<file path="src/rtl/ledscan_pkg.sv">
package ledscan_pkg;

  localparam int DW      = 8;
  localparam int ROWS    = 4;
  localparam int PWM_LEN = 1 << DW;

  typedef enum logic [1:0] {
    PH_BLANK  = 2'd0,
    PH_DELAY  = 2'd1,
    PH_ACTIVE = 2'd2
  } scan_phase_e;

  // number of rows scanned for a scan mode code (sink-only counts as one)
  function automatic logic [2:0] rows_for_mode(input logic [3:0] mode);
    case (mode)
      4'b0001: return 3'd3;
      4'b0010: return 3'd2;
      4'b0011: return 3'd1;
      default: return 3'd4;
    endcase
  endfunction

  // log2 of clocks per step for a frequency code
  function automatic logic [2:0] div_shift(input logic [2:0] code);
    return (code == 3'b111) ? 3'd0 : code;
  endfunction

  // pulse window test: late sinks are shifted by half a window
  function automatic logic pwm_window(input logic [DW-1:0] cnt,
                                      input logic [DW-1:0] duty,
                                      input logic          late);
    logic [DW-1:0] c;
    c = late ? cnt + DW'(PWM_LEN / 2) : cnt;
    return c < duty;
  endfunction

endpackage

</file>
<file path="src/rtl/scan_step_gen.sv">
module scan_step_gen #(
  parameter int MAX_SHIFT = 6
) (
  input  logic       clk,
  input  logic       rst_n,
  input  logic       run,
  input  logic [2:0] freq_code,
  output logic       step
);
  import ledscan_pkg::*;

  localparam int CW = MAX_SHIFT;

  logic [2:0]    sh;
  logic [CW-1:0] cnt;
  logic [CW-1:0] lim;

  assign sh   = div_shift(freq_code);
  assign lim  = (CW'(1) << sh) - CW'(1);
  assign step = run && (cnt == lim);

  always_ff @(posedge clk) begin
    if (!rst_n || !run || step) cnt <= '0;
    else                        cnt <= cnt + CW'(1);
  end

  AST_STEP_GAP: assert property (@(posedge clk) disable iff (!rst_n)
    step |=> (!step || div_shift(freq_code) == 3'd0)) else $error("step spacing");

endmodule

</file>
<file path="src/rtl/scan_row_fsm.sv">
module scan_row_fsm #(
  parameter int BLANK_STEPS = 6,
  parameter int DELAY_STEPS = 2
) (
  input  logic                     clk,
  input  logic                     rst_n,
  input  logic                     run,
  input  logic                     step,
  input  logic [3:0]               scan_mode,
  output ledscan_pkg::scan_phase_e phase,
  output logic [ledscan_pkg::DW-1:0] pos,
  output logic [$clog2(ledscan_pkg::ROWS)-1:0] row,
  output logic                     row_end,
  output logic                     sink_only
);
  import ledscan_pkg::*;

  localparam int RW = $clog2(ROWS);

  logic [DW-1:0] last_pos;
  logic [2:0]    nrows;
  logic          at_last;

  assign sink_only = (scan_mode == 4'b0011);
  assign nrows     = rows_for_mode(scan_mode);

  always_comb begin
    case (phase)
      PH_BLANK: last_pos = DW'(BLANK_STEPS - 1);
      PH_DELAY: last_pos = DW'(DELAY_STEPS - 1);
      default:  last_pos = DW'(PWM_LEN - 1);
    endcase
  end

  assign at_last = (pos == last_pos);
  assign row_end = step && (phase == PH_ACTIVE) && at_last;

  always_ff @(posedge clk) begin
    if (!rst_n || !run) begin
      phase <= PH_BLANK;
      pos   <= '0;
      row   <= '0;
    end else if (step) begin
      if (at_last) begin
        pos <= '0;
        case (phase)
          PH_BLANK: phase <= PH_DELAY;
          PH_DELAY: phase <= PH_ACTIVE;
          default: begin
            phase <= PH_BLANK;
            if (sink_only || ({1'b0, row} + 3'd1) >= nrows) row <= '0;
            else                                            row <= row + RW'(1);
          end
        endcase
      end else begin
        pos <= pos + DW'(1);
      end
    end
  end

  AST_ROW_MOVE: assert property (@(posedge clk) disable iff (!rst_n)
    (run && $past(run) && !$stable(row)) |-> $past(row_end)) else $error("row jump");
  AST_PHASE_ORDER: assert property (@(posedge clk) disable iff (!rst_n)
    (run && $past(phase) == PH_BLANK && phase != PH_BLANK) |-> phase == PH_DELAY) else $error("phase order");

endmodule

</file>
<file path="src/rtl/sink_pwm_bank.sv">
module sink_pwm_bank #(
  parameter int COLS = 18
) (
  input  logic                     run,
  input  logic                     phase_180,
  input  ledscan_pkg::scan_phase_e phase,
  input  logic [ledscan_pkg::DW-1:0] pos,
  input  logic [$clog2(ledscan_pkg::ROWS)-1:0] row,
  input  logic [ledscan_pkg::DW*ledscan_pkg::ROWS*COLS-1:0] duty_bytes,
  output logic [COLS-1:0]          cs_en
);
  import ledscan_pkg::*;

  localparam int BW = DW * COLS;

  logic [BW-1:0] row_bytes;
  logic          active;

  assign row_bytes = duty_bytes[row*BW +: BW];
  assign active    = run && (phase == PH_ACTIVE);

  for (genvar c = 0; c < COLS; c++) begin : g_sink
    localparam bit LATE_HALF = (c >= COLS / 2);
    logic [DW-1:0] duty;
    assign duty     = row_bytes[c*DW +: DW];
    assign cs_en[c] = active && pwm_window(pos, duty, phase_180 && LATE_HALF);
  end

endmodule

</file>
<file path="src/rtl/led_scan_seq.sv">
module led_scan_seq #(
  parameter int COLS        = 18,
  parameter int BLANK_STEPS = 6,
  parameter int DELAY_STEPS = 2,
  parameter int MAX_SHIFT   = 6
) (
  input  logic                clk,
  input  logic                rst_n,
  input  logic                run,
  input  logic [3:0]          scan_mode,
  input  logic [2:0]          freq_code,
  input  logic                phase_180,
  input  logic [ledscan_pkg::DW*ledscan_pkg::ROWS*COLS-1:0] duty_bytes,
  output logic [ledscan_pkg::ROWS-1:0] sw_en,
  output logic [COLS-1:0]     cs_en
);
  import ledscan_pkg::*;

  localparam int RW = $clog2(ROWS);

  logic          step;
  scan_phase_e   phase;
  logic [DW-1:0] pos;
  logic [RW-1:0] row;
  logic          row_end;
  logic          sink_only;

  scan_step_gen #(.MAX_SHIFT(MAX_SHIFT)) u_step (
    .clk(clk), .rst_n(rst_n), .run(run), .freq_code(freq_code), .step(step)
  );

  scan_row_fsm #(.BLANK_STEPS(BLANK_STEPS), .DELAY_STEPS(DELAY_STEPS)) u_fsm (
    .clk(clk), .rst_n(rst_n), .run(run), .step(step), .scan_mode(scan_mode),
    .phase(phase), .pos(pos), .row(row), .row_end(row_end), .sink_only(sink_only)
  );

  sink_pwm_bank #(.COLS(COLS)) u_sinks (
    .run(run), .phase_180(phase_180), .phase(phase), .pos(pos), .row(row),
    .duty_bytes(duty_bytes), .cs_en(cs_en)
  );

  assign sw_en = (run && !sink_only && phase != PH_BLANK) ? (ROWS'(1) << row) : '0;

  AST_ONE_ROW: assert property (@(posedge clk) disable iff (!rst_n)
    $onehot0(sw_en)) else $error("two rows on");
  AST_SINK_NEEDS_ROW: assert property (@(posedge clk) disable iff (!rst_n)
    ((|cs_en) && !sink_only) |-> (|sw_en)) else $error("sink without row");
  AST_SINK_ONLY_DARK_ROWS: assert property (@(posedge clk) disable iff (!rst_n)
    sink_only |-> sw_en == '0) else $error("switch in sink-only");
  AST_DARK_WHEN_OFF: assert property (@(posedge clk) disable iff (!rst_n)
    !run |-> (sw_en == '0 && cs_en == '0)) else $error("lit in shutdown");

endmodule

</file>
<file path="config.mk">
export PLATFORM = sky130hd
export DESIGN_NAME = led_scan_seq
export DESIGN_NICKNAME = d
export VERILOG_FILES = /design/src/rtl/ledscan_pkg.sv /design/src/rtl/scan_step_gen.sv /design/src/rtl/scan_row_fsm.sv /design/src/rtl/sink_pwm_bank.sv /design/src/rtl/led_scan_seq.sv
export SDC_FILE = /design/constraint.sdc
export NUM_CORES = 1
export LEC_CHECK = 0
export ABC_AREA = 1
export BUFFER_PORTS_ARGS = -buffer_cell sky130_fd_sc_hd__buf_2
export CORE_AREA = 2 2 238 240
export DETAILED_ROUTE_END_ITERATION = 8
export DIE_AREA = 0 0 240 242
export GPL_ROUTABILITY_DRIVEN = 0
export PLACE_DENSITY = 0.48
export SYNTH_ARGS = -nofsm -noshare
export SYNTH_HDL_FRONTEND = slang
export SYNTH_SLANG_ARGS = --single-unit
</file>
<file path="constraint.sdc">
create_clock -name clk -period 2.55 [get_ports clk]
set_input_delay 0.51 -clock clk [delete_from_list [all_inputs] [get_ports clk]]
set_output_delay 0.51 -clock clk [all_outputs]
set_load 0.02 [all_outputs]
</file>
; Word level (Yosys, flattened, before mapping)
; Cells that the tools add are included.
[op_classes]
n_addsub = 6
mul = 1
order_cmp = 19
eq_ne = 8
n_shift = 3
n_mux = 8
bitwise_logic = 1
n_reduce_logical = 33
[ops]
columns = cell, count
row1 = variable part select 576 x 11 -> 144 bit, 1
row2 = < comparator 8 bit, 18
row3 = logical AND 1 bit, 22
row4 = 2-to-1 mux 8 bit, 2
row5 = case mux 8 bit (2 select lines), 1
row6 = case mux 3 bit (3 select lines), 1
row7 = adder 8 x 1 -> 8 bit (second input constant), 1
row8 = adder 8 bit (second input constant), 1
row9 = equality test 4 x 2 -> 1 bit (second input constant), 2
row10 = equality test 8 bit, 1
row11 = adder 6 x 1 -> 6 bit (second input constant), 1
row12 = equality test 6 bit, 1
row13 = multiplier 2 x 4 -> 6 bit (second input constant), 1
row14 = << shifter 1 x 3 -> 6 bit (first input constant), 1
row15 = subtractor 6 x 2 -> 6 bit (second input constant), 1
row16 = equality test 4 x 1 -> 1 bit (second input constant), 1
row17 = 2-to-1 mux 4 bit, 1
row18 = case mux 2 bit (2 select lines), 1
row19 = << shifter 1 x 2 -> 4 bit (first input constant), 1
row20 = adder 2 x 1 -> 3 bit (second input constant), 1
row21 = equality test 3 bit (second input constant), 1
row22 = greater-or-equal comparator 3 bit, 1
row23 = logical NOT 1 bit, 3
row24 = logical OR 1 bit, 3
row25 = other kinds (11), 11
[totals]
ff_bits = 18
input_bits = 587
out_inout_bits = 22

; Longest topological paths before layout
; Gate-level depths: netlist (run 1).
[logic_depth]
ltp_word = 7
depth_mapped = 15
depth_no_buf = 15

; By module
; Synthesis (run 1) repeated with hierarchy kept, for this count alone.
[unflattened]
cells_unflattened = 1546
hier_area_um2 = 8894.8
[by_module_without_submodules]
columns = module, instances, cells_each, area_per_inst_um2, seq_area_each_um2
row1 = sink_pwm_bank, 1, 1352, 7671.1, 0.0
row2 = scan_row_fsm, 1, 106, 726.9, 240.2
row3 = scan_step_gen, 1, 72, 431.7, 120.1
row4 = led_scan_seq, 1, 16, 65.1, 0.0

; Worst setup path after synthesis (run 1)
; OpenSTA, ideal clock, no wires.
[synth_path]
kind = flip-flop to output port
from = reg u_fsm.row[0] (netlist name)
to = out cs_en[4]
arrival_ps = 2299
required_ps = 2040
setup_slack_ps = -259
stages_incl_launch_ff = 12
n_path_buf = 3
path_cell_list = dfxtp_1 buf_2 buf_2 buf_1 nand2_1 a32o_1 ha_1 nand2_1 inv_1 o21ai_0 nand3_1 a21oi_1
[synth_between]
elab_chain_len = 4
[synth_lines]
columns = item, line
row1 = "start, declared", scan_row_fsm.sv:12  ; output logic [$clog2(ledscan_pkg::ROWS)-1:0] row,
row2 = "start signal, assigned", scan_row_fsm.sv:52  ; else row <= row + RW'(1);
row3 = multiplier 2 x 4 -> 6 bit, sink_pwm_bank.sv:19  ; assign row_bytes = duty_bytes[row*BW +: BW];
row4 = variable part select 576 x 11 -> 144 bit, sink_pwm_bank.sv:19
row5 = < comparator 8 bit, ledscan_pkg.sv:34  ; return c < duty;
row6 = logical AND 1 bit, sink_pwm_bank.sv:26  ; assign cs_en[c] = active && pwm_window(pos, duty, phase_180 && LATE_HALF);
row7 = "end, declared", led_scan_seq.sv:15  ; output logic [COLS-1:0] cs_en
; No other way between the ends.

; Worst setup path in the final report (run 1)
[layout_path]
from = reg u_fsm.row[0] (netlist name)
to = out cs_en[16]
; Same word-level chain as after synthesis.

==> summary.md, run 1 <==
| Metric | Value |
|---|---|
| Min Tclk post-route | `2.900 ns` |
| Synth Instances | `1,393` |
| WL final | `58.33 mm` |
| Clock Latency Late Sink | `0.25 ns` |
| Layout fillers | `6,167` |
| Max Cap Viol | `0` |
| Worst Setup SP | `u_fsm.row[0]` |
| Initial DRC Count | `725` |
| Post-DRT Antenna Nets | `0` |
| Synth warn | `0` |
| Worst Path Max Fanout | `13` |
| Overflow after GRT | `0` |
| Die Wd | `240 µm` |
| Clock slew at reported path FFs | `0.06 ns` |
| Die area | `58,080 µm²` |
| #FFs+latches synth | `18` |
| Final hold viol count | `0` |
| Area grow syn2layout | `90.14%` |
| Area of the core | `55,730 µm²` |
| Final Max Tran Viols | `0` |
| Post-Syn Area | `8132 µm²` |
| Least-Margin Pin Slew | `0.5549 ns` |
| Fin crit share | `113.7%` |
| Vias in the first global route | `13.14k` |
| Power per cell area | `112.7 nW/µm²` |
| Peak VDD IR | `0.0001535 V` |
| Design Area, Final | `15,460 µm²` |
| Share of cells above drive strength 1 | `47.08%` |
| Synth Area per Inst | `5.837 µm²` |
| Sequential fraction of the synthesis area | `4.431%` |
| Fin cells | `2,838` |
| DP Wirelength | `44.41 mm` |
| Clock buffer depth | `2` |
| Hold Slack | `0.4784 ns` |
| Max-slew headroom | `63.01%` |
| R2R depth | `12` |
| Worst hold path type | `register to register` |
| Root buf cell | `clkbuf_16` |
| Avg Vias per Cell | `4.672` |
| DR pass1 iterations | `7` |
| Data arrival time of the worst path | `2.39 ns` |
| DRC Markers | `0` |
| Num CTS Buffers | `3` |
| Largest net degree at the start of global routing | `27` |
| H-tree depth | `1` |
| Setup CP Type | `register to output port` |
| CTS Hold Buffers Added | `0` |
| Nets | `2,795` |
| RR Endpoint | `u_fsm.row[1]` |
| Crit start category | `register` |
| Initial Util | `14.59%` |
| Worst r2r src | `u_fsm.row[0]` |
| Mapped Nets | `2,116` |
| CP endpoint | `cs_en[16]` |
| Status | `complete, but fails checks` |
| Critical Path End Type | `output port` |
| Violated checks | `setup timing` |
| RSZ-0062 raised after global routing | `true` |
| Dpl cells | `2,764` |
| Antenna violations before repair | `19` |
| Rows | `87` |
| Wire per inst | `20.55 µm` |
| Final setup vio count | `18` |
| Setup TNS | `-5.326 ns` |
| Ports | `609` |
| Clock sinks | `18` |
| Die height | `242 µm` |
| Buffers on Ports | `608` |
| First-pass GRT wire length | `80.96 mm` |
| CTS tree | `done` |
| Vias after detailed routing | `13.26k` |
| Setup WS post-layout | `-0.3502 ns` |
| Placed inst area | `12,910 µm²` |
| Clock Skew | `0.004428 ns` |
| Netlist cell types | `31` |
| Total routing usage reported by global routing | `18.66%` |
| Fmax achieved | `0.3448 GHz` |
| LEAKAGE | `7.940 nW` |
| Reg2reg setup slack | `0.08 ns` |
| Req. time, crit path | `2.04 ns` |
state kept, by name, summed over array words and instances, names as in the netlist:
register	count
u_fsm.pos	8
u_fsm.row	2
u_fsm.phase	2
u_step.cnt	6
worst min path at each step:
stage	from	to	slack, ns	cells after the start
floorplan	u_step.cnt[0]	u_step.cnt[0]	0.43	1
global route	u_step.cnt[0]	u_step.cnt[0]	0.53	1
CTS	u_step.cnt[0]	u_step.cnt[0]	0.48	1
finish	u_step.cnt[0]	u_step.cnt[0]	0.48	1
detailed placement	u_step.cnt[0]	u_step.cnt[0]	0.48	1
global placement	u_step.cnt[0]	u_step.cnt[0]	0.45	1
power by group:
group,internal (mW),total [mW],switching [mW],leakage [nW]
logic,0.591,1.10,0.512,7.75
registers,0.282,0.284,0.00197,0.150
clock network,0.239,0.355,0.116,0.0442
routing by layer:
layer  routed length (µm)  up-vias  share of wire (%)  track usage, %
li1                     -     6361                  -               -
met1                24380     6130                 42           22.89
met2                28430      666                 49           33.55
met3                 3877       91                6.6           2.655
met4                 1592       10                2.7           5.133
met5                   61        -               0.10               0
kinds of logic after synthesis:
group           count (synthesis)  synth area share [%]
xor+xnor                        8                0.8617
buf+inv                       132                 6.478
fa+ha+maj                     136                 20.93
compound gates                391                 32.41
simple gates                  708                 34.90
flops                          18                 4.432
synthesized netlist by cell type:
master       n  area share [%]
nand2_1    555              26
a21oi_1    221              14
ha_1       136              21
a32o_1     126              16
nand3_1     79             4.9
clkbuf_1    62             2.9
nor2_1      52             2.4
inv_1       30             1.4
o21ai_0     23             1.4
buf_2       19             1.2
dfxtp_1     18             4.4
buf_1       17            0.78
o211ai_1    16             1.5
nor3_1       5            0.31
xor2_1       5            0.54
nand2_2      4            0.31
nand4_1      4            0.31
inv_2        3            0.14
xnor2_1      3            0.32
nand2_4      2            0.28
nor3b_2      2            0.31
o21ai_1      2            0.12
buf_6        1            0.14
nand3_2      1            0.12
nand3b_1     1           0.092
nor2_2       1           0.077
nor2_4       1            0.14
o2111ai_1    1            0.11
o21a_1       1           0.092
o22ai_1      1           0.077
or2_2        1           0.077
layout by cell type (no fill, tap or decap), types with 35 or more instances in the layout:
cell | synthesis | routed
a21oi_1 | 221 | 158
a21oi_2 | 0 | 52
a32o_1 | 126 | 91
a32o_2 | 0 | 35
buf_2 | 19 | 590
buf_4 | 0 | 80
ha_1 | 136 | 94
ha_4 | 0 | 39
nand2_1 | 555 | 537
nand3_1 | 79 | 74
nor2_1 | 52 | 50
cell type report:
type | count | area, µm² | area share, %
tap | 756 | 945.9 | 6.118
timing repair buffer | 772 | 5575 | 36.06
clock buffer | 4 | 88.84 | 0.5746
multi-input combinational | 1243 | 8273 | 53.51
sequential | 18 | 372.9 | 2.412
inverter | 33 | 157.7 | 1.020
antenna | 11 | 27.53 | 0.1780
timing repair inverter | 1 | 20.02 | 0.1295
worst max-delay path, stage by stage (launching register included):
cell	delay [ns]
dfxtp_4	0.36
buf_12	0.16
inv_16	0.08
buf_12	0.13
bufbuf_16	0.28
nand2_1	0.08
a32o_2	0.26
ha_1	0.19
a21oi_2	0.14
o211ai_1	0.10
a21oi_2	0.20
buf_6	0.15
what timing repair did:
item                                    4_1_cts  5_1_grt
endpoints found under the setup margin       18       18
gates cloned                                 25        3
pin swaps                                    56       31
gates resized for setup                     210       96
setup buffers                                32        4
through the flow:
stage          power [mW]  setup WS (ns)  utilization, %
2_1_floorplan      0.6606       -0.04580               -
3_3_place_gp        1.293        -0.4971           23.16
3_5_place_dp        1.299        -0.5130           23.16
4_1_cts             1.708        -0.3624           26.69
5_1_grt             1.871        -0.4509           27.72
6_report            1.742        -0.3502           27.74
Power figures use the tool's default switching activity.
==> run 2: changes to the inputs <==
--- a/config.mk
+++ b/config.mk
@@ -7,11 +7,12 @@
 export LEC_CHECK = 0
 export ABC_AREA = 1
 export BUFFER_PORTS_ARGS = -buffer_cell sky130_fd_sc_hd__buf_2
-export CORE_AREA = 2 2 238 240
+export CORE_AREA = 2 2 236 238
 export DETAILED_ROUTE_END_ITERATION = 8
-export DIE_AREA = 0 0 240 242
+export DIE_AREA = 0 0 238 240
 export GPL_ROUTABILITY_DRIVEN = 0
-export PLACE_DENSITY = 0.48
+export PLACE_DENSITY = 0.5
 export SYNTH_ARGS = -nofsm -noshare
 export SYNTH_HDL_FRONTEND = slang
+export SYNTH_HIERARCHICAL = 1
 export SYNTH_SLANG_ARGS = --single-unit
==> summary.md, run 2 <==
| Metric | Value |
|---|---|
| Fin crit share | `116.1%` |
| Reg2reg setup slack | `0.45 ns` |
| Final hold viol count | `0` |
| Initial Util | `16.27%` |
| Least-Margin Pin Slew | `0.4112 ns` |
| Antenna violations before repair | `5` |
| CTS tree | `done` |
| Commonest non-fill, non-tap cell in the layout | `nand2_1` |
| Synth Instances | `1,545` |
| Biggest regs | `u_fsm/pos: 8 flops, u_step/cnt: 6 flops` |
| Min Tclk post-route | `2.962 ns` |
| Critical Path, Cell by Cell | `inv_12 > buf_12 > buf_12 > buf_4 > nand2_1 > a32o_1 > ha_1 > a21oi_1 > o211ai_1 > a21oi_2 > buf_4` |
| DR pass1 iterations | `6` |
| Die height | `240 µm` |
| Ports | `609` |
| Setup CP Type | `register to output port` |
| Avg Vias per Cell | `4.458` |
| Buffers on Ports | `608` |
| Worst hold path type | `register to register` |
| Placed inst area | `13,420 µm²` |
| Clock Skew | `0.002233 ns` |
| Crit start category | `register` |
| Root buf cell | `clkbuf_16` |
| Vias after detailed routing | `12.97k` |
| Max-slew headroom | `72.59%` |
| DP Wirelength | `41.99 mm` |
| CP peak stage delay | `0.40 ns` |
| Post-DRT Antenna Nets | `0` |
| Area grow syn2layout | `69.87%` |
| Post-Syn Area | `8891 µm²` |
| CTS Hold Buffers Added | `0` |
| Rows | `86` |
| Power per cell area | `116.7 nW/µm²` |
| Total routing usage reported by global routing | `16.98%` |
| Setup WS post-layout | `-0.4116 ns` |
| Fmax achieved | `0.3377 GHz` |
| Wire per inst | `18.31 µm` |
| Peak VDD IR | `0.0001657 V` |
| Mapped Nets | `2,265` |
| Clock buffer depth | `2` |
| Initial DRC Count | `822` |
| Largest net degree at the start of global routing | `36` |
| Largest register FFs | `8` |
| Critical Path End Type | `output port` |
| Design Area, Final | `15,100 µm²` |
| Overflow after GRT | `0` |
| LEAKAGE | `8.410 nW` |
| Share of cells above drive strength 1 | `41.95%` |
| Final Max Tran Viols | `0` |
| Worst Path Max Fanout | `28` |
| Final setup vio count | `18` |
| Max Cap Viol | `0` |
| Status | `complete, but fails checks` |
| Synth Area per Inst | `5.755 µm²` |
| Clock sinks | `18` |
| Area of the core | `54,660 µm²` |
| Nets | `2,921` |
| Req. time, crit path | `2.04 ns` |
| Data arrival time of the worst path | `2.45 ns` |
| Hold Slack | `0.4463 ns` |
| Vias in the first global route | `12.17k` |
| Largest Register | `u_fsm/pos` |
| WL final | `53.27 mm` |
| Most frequent cells in the layout | `nand2_1, buf_2, a21oi_1` |
| Synth warn | `6` |
| DRC Markers | `0` |
| Clock Latency Late Sink | `0.26 ns` |
| Clock slew at reported path FFs | `0.06 ns` |
| Num CTS Buffers | `3` |
| Die Wd | `238 µm` |
| First-pass GRT wire length | `72.76 mm` |
| CP max-delay cell | `dfxtp_4` |
| H-tree depth | `1` |
| Violated checks | `setup timing` |
| RSZ-0062 raised after global routing | `true` |
| Die area | `57,120 µm²` |
[run 2: repair_timing]
item                                   in CTS  in global routing
buffers inserted                            9                  9
cloned                                     14                  6
setup endpoints to repair                  18                 28
pin swaps                                  21                 39
endpoints found under the hold margin       0                  0
resized for setup                         112                101
[run 2: final timing paths]
| check | start | end | cells after the start |
|---|---|---|---|
| max | u_fsm/row[0] | cs_en[7] | 11 |
| min reg2reg | u_step/cnt[0] | u_step/cnt[0] | 1 |
| min | u_step/cnt[0] | u_step/cnt[0] | 1 |
| max reg2reg | u_fsm/row[0] | u_fsm/row[0] | 10 |
[run 2: power by group]
group | internal, mW | leakage (nW) | switching (mW) | total [mW]
logic | 0.601 | 8.22 | 0.509 | 1.11
clock network | 0.240 | 0.0442 | 0.129 | 0.369
registers | 0.281 | 0.150 | 0.00140 | 0.282
[run 2: through the flow]
stage                     cells  setup WS, ns  TNS (ns)  power (mW)  utilization [%]
after global placement     2865       -0.2457    -4.008       1.340            24.54
after global routing       2908       -0.5264    -8.127       1.908            27.63
after detailed placement   2865       -0.2537    -3.935       1.339            24.54
after CTS                  2892       -0.4435    -6.872       1.734            26.41
final                      2909       -0.4116    -6.095       1.762            27.63
after floorplan            1545      -0.04839  -0.05997      0.6989                -
[run 2: layer usage]
layer	up-vias	global-route usage, %	routed length [µm]
li1	6571	-	-
met1	5850	21.52	23150
met2	503	30.95	26310
met3	45	1.711	2919
met4	0	3.617	895
met5	-	0	0
[run 2: critical path, delay by kind of cell, from the launching register on]
family,cells,cell delay [ns]
compound gates,4,0.70
fa+ha+maj,1,0.29
buf+inv,5,0.73
flops,1,0.40
simple gates,1,0.05
[run 2: final cells by class]
| cell class | count | area, µm² |
|---|---|---|
| well taps | 704 | 880.8 |
| clock buffers | 4 | 88.84 |
| inverters | 147 | 571.8 |
| flip-flops and latches | 18 | 376.6 |
| diodes | 5 | 12.51 |
| fillers | 6147 | 39560 |
| multi-input cells | 1284 | 8080 |
| repair buffers | 747 | 5092 |
